**config.mk**
```make
export PLATFORM = sky130hd
export DESIGN_NAME = blink_wavegen
export DESIGN_NICKNAME = d
export VERILOG_FILES = /design/src/rtl/blink_pkg.sv /design/src/rtl/blink_regs.sv /design/src/rtl/blink_phase_ctr.sv /design/src/rtl/blink_line_mux.sv /design/src/rtl/blink_wavegen.sv
export SDC_FILE = /design/constraint.sdc
export NUM_CORES = 1
export LEC_CHECK = 0
export BUFFER_PORTS_ARGS = -buffer_cell sky130_fd_sc_hd__buf_2
export CAP_MARGIN = 40
export CORE_UTILIZATION = 50
export CTS_CLUSTER_DIAMETER = 200
export DETAILED_ROUTE_END_ITERATION = 10
export PLACE_DENSITY = 0.78
export SLEW_MARGIN = 40
export SYNTH_ARGS = -nofsm -noshare
export SYNTH_HDL_FRONTEND = slang
export SYNTH_SLANG_ARGS = --single-unit
```
**constraint.sdc**
```tcl
create_clock -name clk -period 12.1 [get_ports clk]
set_input_delay 0.605 -clock clk [delete_from_list [all_inputs] [get_ports clk]]
set_output_delay 0.605 -clock clk [all_outputs]
set_load 0.005 [all_outputs]
```
**src/rtl/blink_pkg.sv**
```systemverilog
package blink_pkg;
   localparam int unsigned NUM_SETS   = 2;
   localparam int unsigned SET_STRIDE = 8;
   localparam int unsigned OFS_HIGH   = 0;
   localparam int unsigned OFS_LOW    = 4;
   localparam int unsigned OFS_ROUTE  = 16;

   typedef enum logic {
      SET_A = 1'b0,
      SET_B = 1'b1
   } set_id_e;
endpackage

```
**src/rtl/blink_regs.sv**
```systemverilog
module blink_regs
   import blink_pkg::*;
#(
   parameter int unsigned CNT_W     = 32,
   parameter int unsigned LINES     = 32,
   parameter int unsigned ADDR_W    = 5,
   parameter int unsigned RESET_DUR = 1
) (
   input  logic                               clk,
   input  logic                               rst_n,
   input  logic                               wr_en,
   input  logic [ADDR_W-1:0]                  wr_addr,
   input  logic [CNT_W-1:0]                   wr_data,
   input  logic [ADDR_W-1:0]                  rd_addr,
   output logic [CNT_W-1:0]                   rd_data,
   output logic [NUM_SETS-1:0][CNT_W-1:0]     dur_high,
   output logic [NUM_SETS-1:0][CNT_W-1:0]     dur_low,
   output logic [LINES-1:0]                   route_q
);
   localparam logic [CNT_W-1:0]  DUR_RST   = CNT_W'(RESET_DUR);
   localparam logic [ADDR_W-1:0] ROUTE_ADR = ADDR_W'(OFS_ROUTE);

   for (genvar s = 0; s < NUM_SETS; s++) begin : g_set
      localparam logic [ADDR_W-1:0] HI_ADR = ADDR_W'(s * SET_STRIDE + OFS_HIGH);
      localparam logic [ADDR_W-1:0] LO_ADR = ADDR_W'(s * SET_STRIDE + OFS_LOW);

      always_ff @(posedge clk or negedge rst_n) begin
         if (!rst_n) begin
            dur_high[s] <= DUR_RST;
            dur_low[s]  <= DUR_RST;
         end else if (wr_en) begin
            if (wr_addr == HI_ADR) dur_high[s] <= wr_data;
            if (wr_addr == LO_ADR) dur_low[s]  <= wr_data;
         end
      end
   end

   always_ff @(posedge clk or negedge rst_n) begin
      if (!rst_n)
         route_q <= '0;
      else if (wr_en && wr_addr == ROUTE_ADR)
         route_q <= wr_data[LINES-1:0];
   end

   always_comb begin
      rd_data = '0;
      for (int s = 0; s < NUM_SETS; s++) begin
         if (rd_addr == ADDR_W'(s * SET_STRIDE + OFS_HIGH)) rd_data = dur_high[s];
         if (rd_addr == ADDR_W'(s * SET_STRIDE + OFS_LOW))  rd_data = dur_low[s];
      end
      if (rd_addr == ROUTE_ADR) rd_data[LINES-1:0] = route_q;
   end
endmodule

```
**src/rtl/blink_phase_ctr.sv**
```systemverilog
module blink_phase_ctr #(
   parameter int unsigned CNT_W     = 32,
   parameter int unsigned RESET_DUR = 1
) (
   input  logic             clk,
   input  logic             rst_n,
   input  logic [CNT_W-1:0] len_high,
   input  logic [CNT_W-1:0] len_low,
   output logic             wave,
   output logic [CNT_W-1:0] cnt_q
);
   localparam logic [CNT_W-1:0] CNT_RST = CNT_W'(RESET_DUR) - 1'b1;

   logic [CNT_W-1:0] next_len;

   // Length of the phase that begins at the coming boundary.
   // Wrap-around of (0 - 1) yields the full 2^CNT_W cycle phase.
   assign next_len = wave ? len_low : len_high;

   always_ff @(posedge clk or negedge rst_n) begin
      if (!rst_n) begin
         wave  <= 1'b1;
         cnt_q <= CNT_RST;
      end else if (cnt_q == '0) begin
         wave  <= ~wave;
         cnt_q <= next_len - 1'b1;
      end else begin
         cnt_q <= cnt_q - 1'b1;
      end
   end
endmodule

```
**src/rtl/blink_line_mux.sv**
```systemverilog
module blink_line_mux
   import blink_pkg::*;
#(
   parameter int unsigned LINES = 32
) (
   input  logic [LINES-1:0]    route,
   input  logic [NUM_SETS-1:0] wave,
   output logic [LINES-1:0]    line_out
);
   for (genvar l = 0; l < LINES; l++) begin : g_line
      assign line_out[l] = (set_id_e'(route[l]) == SET_B) ? wave[SET_B] : wave[SET_A];
   end
endmodule

```
**src/rtl/blink_wavegen.sv**
```systemverilog
module blink_wavegen
   import blink_pkg::*;
#(
   parameter int unsigned CNT_W     = 32,
   parameter int unsigned LINES     = 32,
   parameter int unsigned ADDR_W    = 5,
   parameter int unsigned RESET_DUR = 1
) (
   input  logic              clk,
   input  logic              rst_n,
   input  logic              wr_en,
   input  logic [ADDR_W-1:0] wr_addr,
   input  logic [CNT_W-1:0]  wr_data,
   input  logic [ADDR_W-1:0] rd_addr,
   output logic [CNT_W-1:0]  rd_data,
   output logic [LINES-1:0]  blink_out
);
   localparam int unsigned MIN_ADDR_W = $clog2(OFS_ROUTE + 1);

   if (LINES < 1 || LINES > CNT_W) begin : g_bad_lines
      $error("blink_wavegen: LINES must be in 1..CNT_W");
   end
   if (ADDR_W < MIN_ADDR_W) begin : g_bad_addr
      $error("blink_wavegen: ADDR_W too narrow for register offsets");
   end
   if (RESET_DUR < 1 || CNT_W < 2) begin : g_bad_dur
      $error("blink_wavegen: RESET_DUR must be at least 1 and CNT_W at least 2");
   end

   logic [NUM_SETS-1:0][CNT_W-1:0] dur_high;
   logic [NUM_SETS-1:0][CNT_W-1:0] dur_low;
   logic [NUM_SETS-1:0][CNT_W-1:0] cnt_q;
   logic [NUM_SETS-1:0]            wave;
   logic [LINES-1:0]               route_q;

   blink_regs #(
      .CNT_W(CNT_W), .LINES(LINES), .ADDR_W(ADDR_W), .RESET_DUR(RESET_DUR)
   ) u_regs (
      .clk(clk), .rst_n(rst_n),
      .wr_en(wr_en), .wr_addr(wr_addr), .wr_data(wr_data),
      .rd_addr(rd_addr), .rd_data(rd_data),
      .dur_high(dur_high), .dur_low(dur_low), .route_q(route_q)
   );

   for (genvar s = 0; s < NUM_SETS; s++) begin : g_ctr
      blink_phase_ctr #(
         .CNT_W(CNT_W), .RESET_DUR(RESET_DUR)
      ) u_ctr (
         .clk(clk), .rst_n(rst_n),
         .len_high(dur_high[s]), .len_low(dur_low[s]),
         .wave(wave[s]), .cnt_q(cnt_q[s])
      );
   end

   blink_line_mux #(
      .LINES(LINES)
   ) u_mux (
      .route(route_q), .wave(wave), .line_out(blink_out)
   );
endmodule

```
* Word level (Yosys, flattened, before mapping)
Index checks and enable logic that the tools add are counted.
W data, S select, Z words.
** Storage, ports and cells
- Logic and storage cells :: 73
- Input port bits :: 45
- Bits in registers :: 226
** Cells by class
- Reductions and logical operators :: 9
- Bitwise logic cells :: 2
- $add $sub $neg :: 4
- Muxes and demuxes :: 41
- Equality and inequality tests :: 8
** Operators by type and width (count)
- $mux W32 :: 9
- $sub A32 B1 Y32 const B :: 4
- $logic_not A32 Y1 :: 2
- $mux W1 :: 32
- $eq A5 B4 Y1 const B :: 4
- $eq A5 B3 Y1 const B :: 2
- $eq A5 B5 Y1 const B :: 2
- $logic_not A5 Y1 :: 2
- $reduce_and A2 Y1 :: 4
- $not A1 Y1 :: 2
- $logic_and A1 B1 Y1 :: 1

* Depth between registers and ports, before layout
- Depth after elaboration :: 6
- Mapped depth :: 17

* By module
A second synthesis with hierarchy kept.
** Second synthesis, totals
- Cell total of the unflattened synthesis :: 1267
- Area total of the unflattened synthesis :: 13770.7 µm²
** Modules (own cells, without submodules)
- blink_regs :: instances 1, cells an instance 575, area an instance 7604.8 µm², sequential area each 4008.8 µm²
- blink_phase_ctr :: instances 2, cells an instance 327, area an instance 2887.8 µm², sequential area each 827.0 µm²
- blink_line_mux :: instances 1, cells an instance 38, area an instance 390.4 µm², sequential area each 0.0 µm²

* Worst setup path before layout
OpenSTA, ideal clock, no wires.
- Kind :: register to register
- From :: register g_ctr[1].u_ctr.wave
- To :: register g_ctr[1].u_ctr.cnt_q[18]
- Data arrival time :: 3.777 ns
- Data required time :: 12.031 ns
- Cell stages (with the launch flop) :: 15
- Setup time :: 0.069 ns
- Clock period less this slack :: 3.846 ns
- Setup slack :: 8.254 ns
- Buffers on the path :: 5
- Cells stage by stage :: dfstp_2 buf_6 buf_4 buf_2 buf_2 buf_2 mux2_2 a21oi_1 ha_1 nor3b_1 nand3_1 o41ai_4 nand4_2 or3_1 nand3_1
** Between the ends
- Word-level cells in the longest chain between the ends :: 3
** Ends and longest elaborated chain
- start: declaration :: RTL line blink_phase_ctr.sv:9 : output logic wave,
- start signal: assignment :: RTL line blink_phase_ctr.sv:25 : wave <= ~wave;
- $mux W32 :: RTL line blink_phase_ctr.sv:18 : assign next_len = wave ? len_low : len_high;
- $sub A32 B1 Y32 :: RTL line blink_phase_ctr.sv:26 : cnt_q <= next_len - 1'b1;
- $mux W32 :: RTL line blink_phase_ctr.sv:24 : end else if (cnt_q == '0) begin
- end signal: assignment :: RTL line blink_phase_ctr.sv:26
- end signal: assignment :: RTL line blink_phase_ctr.sv:28 : cnt_q <= cnt_q - 1'b1;
- end: declaration :: RTL line blink_phase_ctr.sv:10 : output logic [CNT_W-1:0] cnt_q
No other way between the ends.
A chain may end at the register's enable or synchronous reset.

* Worst setup path after layout
- From :: register g_ctr[1].u_ctr.cnt_q[9]
- To :: register g_ctr[1].u_ctr.cnt_q[21]
** Between the ends
- Word-level cells in the longest chain between the ends :: 2
- Elaborated cells between the ends (all ways) :: 3
- Classes of those cells :: add/sub (1); mux (1); reduce/logical (1)
** Ends and longest elaborated chain (RTL line)
- $sub A32 B1 Y32 or $logic_not A32 Y1 (tied branches) :: blink_phase_ctr.sv:28, blink_phase_ctr.sv:24
- $mux W32 (*) :: blink_phase_ctr.sv:24
Mark *: on every way between the ends. The rest lies on a longest branch, timed or not.

==> flow_metrics.tcl <==
set metrics [dict create \
    crit_slowest_cell "nor4_4" \
    fin_skew_ns 0.0189 \
    yosysTopAreaCellShare_pct 41.6 \
    swShare_pct 29.6 \
    fmaxAchievable_ghz 0.262 \
    hold_viol 0 \
    synth_cell_types 82 \
    rsz0062_at_grt "false" \
    fin_nets 1376 \
    numCtsBuffers 25 \
    switchingPower_w 0.000673 \
    clock_sinks 226 \
    synth_edf_count 0 \
    io_buffer_count 108 \
    cts.clk_slew.worst_paths_ns 0.07 \
    post-route-worst-setup-slack_ns 8.28 \
    core_um2 26000 \
    drtAntennaViolNets 0 \
    grt_overflow 0 \
    period_share_pct 31.6 \
    max_stage_delay_ns 0.69 \
    dr.pass1.iters 5 \
    die_y_um 165 \
    h-tree-depth 1 \
    p_leak_nw 6.35 \
    netlist.top_cell.by_area "dfrtp_1" \
    wire_per_inst_um 21.8 \
    synth-seq-cells 226 \
    via_per_inst 6.38 \
    slew_viol_final 0 \
    dp_hpwl_um 25400 \
    yosysWarnings 0 \
    gp_congestion 0.898 \
    dieWidth_um 165 \
    worstPathMaxFanout 22 \
    cts_resized 0 \
    synth_top_flop_cell "dfrtp_1" \
    setup_violations 0 \
    period_needed_ns 3.82 \
    via_count 10700 \
    hold_buffers 0 \
    dp_slack_ns 8.39 \
    yosys-top-cells-area "dfrtp_1 42%, mux2_2 19%, mux2i_1 3.9%" \
    synthArstFlopShare_pct 100 \
    crit_path_end_kind "register" \
    routed_wl_um 36600 \
    slew_headroom_pct 43.8 \
    cts-root-buf "clkbuf_16" \
    yosysMostFrequentCell "mux2_2" \
    yosysSeqAreaShare_pct 42.8 \
    clock_power_share_pct 35.9 \
    ios 109 \
    synthesis.nets 1298 \
    worst_slew_pin_slew_ns 0.843 \
    path_class "reg -> reg" \
    start_kind "register" \
    die_area_um2 27100 \
    globalRouteTotalUtil_pct 27.1 \
    combPwrFrac_pct 17.3 \
    grt_pass1_vias 10200 \
    synth_area_um2 13200 \
    num_rows 59 \
    grt_antenna_before_repair 1 \
    postCtsSetupBuffers 0 \
    hold_class "in -> async" \
    cap_violations 0 \
    yosys-top-cells-count "227 x mux2_2, 220 x dfrtp_1, 95 x nand2_1" \
    final_cells 1683 \
    area_growth_pct 13.1 \
    crit_path_frequent_cell "and3_1" \
    cts.path.max_buffers 3 \
    cell_internal_pwr_w 0.00160 \
    dp.cells 1636 \
    peakVddDrop_mv 0.112 \
    clk_latency_ns 0.53 \
    status "finished clean" \
    cts_tree "yes" \
    power.density_nw_per_um2 152 \
    start_util_pct 50.9 \
    arrival_ns 4.22 \
    critical_path.cell_chain "nor4_1 -> and3_1 -> and3_1 -> buf_4 -> mux2_2 -> nor4_4 -> o21ai_2 -> a221o_1" \
    crit_required_ns 12.50 \
    setup-tns-final_ns 0 \
    syn_area_per_cell_um2 10.6 \
    grt_pass1_wl_um 57300 \
    drive_gt1_share_pct 32.8 \
    seq_power_share_pct 46.8 \
    syn_inst 1251 \
    grt_start_max_net_pins 94 \
    drc 0 \
    drtIter0Drc 892 \
]
critical path: cells and delay by family, from the launching register on:
family / cells / cell delay [ns]
simple gates: 4 / 2.02
compound gates: 2 / 0.46
flops: 1 / 0.45
mux: 1 / 0.41
buf+inv: 1 / 0.34
metrics by stage:
step           hold slack [ns]  util, %  cell area, µm²  power, W
5_1_grt                  0.139     57.6           15000   0.00237
6_report                0.0574     57.6           15000   0.00228
3_3_place_gp             0.478     53.8           14000   0.00143
2_1_floorplan            0.309        -           13200   0.00130
3_5_place_dp             0.488     54.1           14000   0.00146
4_1_cts                  0.107     57.4           14900   0.00227
area by class of cell:
| type | instances | area, µm² |
|---|---|---|
| Inverter | 11 | 41.3 |
| Timing Repair Buffer | 124 | 723 |
| Antenna cell | 1 | 2.50 |
| Clock buffer | 35 | 703 |
| Tap cell | 335 | 419 |
| Sequential cell | 226 | 5670 |
| Clock inverter | 10 | 175 |
| Multi-Input combinational cell | 941 | 7220 |
| Fill cell | 2121 | 11000 |
path summary, 6_finish.rpt:
| kind | startpoint | to | slack, ns | depth (start not counted) |
|---|---|---|---|---|
| min | rst_n | u_regs.route_q[20]$_DFFE_PN0P_ | 0.06 | 1 |
| max reg2reg | g_ctr[1].u_ctr.cnt_q[9]$_DFF_PN0_ | g_ctr[1].u_ctr.cnt_q[21]$_DFF_PN0_ | 8.28 | 8 |
| max | g_ctr[1].u_ctr.cnt_q[9]$_DFF_PN0_ | g_ctr[1].u_ctr.cnt_q[21]$_DFF_PN0_ | 8.28 | 8 |
| max in group asynchronous | rst_n | g_ctr[0].u_ctr.cnt_q[25]$_DFF_PN0_ | 10.86 | 2 |
| min in group clk | wr_data[9] | u_regs.dur_high[9]$_DFFE_PN0P_ | 0.40 | 2 |
| min reg2reg | g_ctr[0].u_ctr.cnt_q[0]$_DFF_PN0_ | g_ctr[0].u_ctr.cnt_q[0]$_DFF_PN0_ | 0.50 | 1 |
power by group through the flow:
| stage | clock [W] | sequential (W) | combinational, W |
|---|---|---|---|
| final | 0.000817 | 0.00107 | 0.000394 |
| after global routing | 0.000857 | 0.00108 | 0.000427 |
| after CTS | 0.000825 | 0.00106 | 0.000390 |
| after detailed placement | 0 | 0.00107 | 0.000386 |
| after global placement | 0 | 0.00106 | 0.000373 |
| after floorplan | 0 | 0.00102 | 0.000284 |
layer usage:
layer	wire length, µm	track usage (%)	part of all wire (%)	vias to the layer above
li1	-	-	-	4822
met1	16000	39.0	44	5387
met2	17000	42.4	46	440
met3	2410	3.06	6.6	81
met4	1140	9.05	3.1	0
met5	0	0	0	-
kinds of logic (layout without fill, tap and decap cells):
family,count (synthesis),count (layout),share of synthesized area [%]
buffers and inverters,84,180,2.76
AO/OA/AOI/OAI,232,232,12.0
multiplexers,283,283,23.7
flip-flops,226,226,42.8
adder cells (fa/ha/maj),2,2,0.189
XOR/XNOR,46,46,3.05
other,0,1,0
AND/OR/NAND/NOR,378,378,15.5
flip-flops by register name, summed over array words and instances (netlist names):
register	flops
g_ctr.u_ctr.wave	2
u_regs.route_q	32
u_regs.dur_high	64
g_ctr.u_ctr.cnt_q	64
u_regs.dur_low	64
layout by cell type, fill, tap and decap left out, drive strengths merged, types with 12 or more instances in the layout:
master,instances
nor2,79
and3,12
xor2,22
a21oi,59
nand2,95
dfrtp,220
o21ai,39
xnor2,24
buf,124
mux2i,54
nor3,51
a22oi,51
nor4,23
nand3,34
o21bai,12
mux2,229
clkbuf,35
Power figures use the tool's default switching activity.
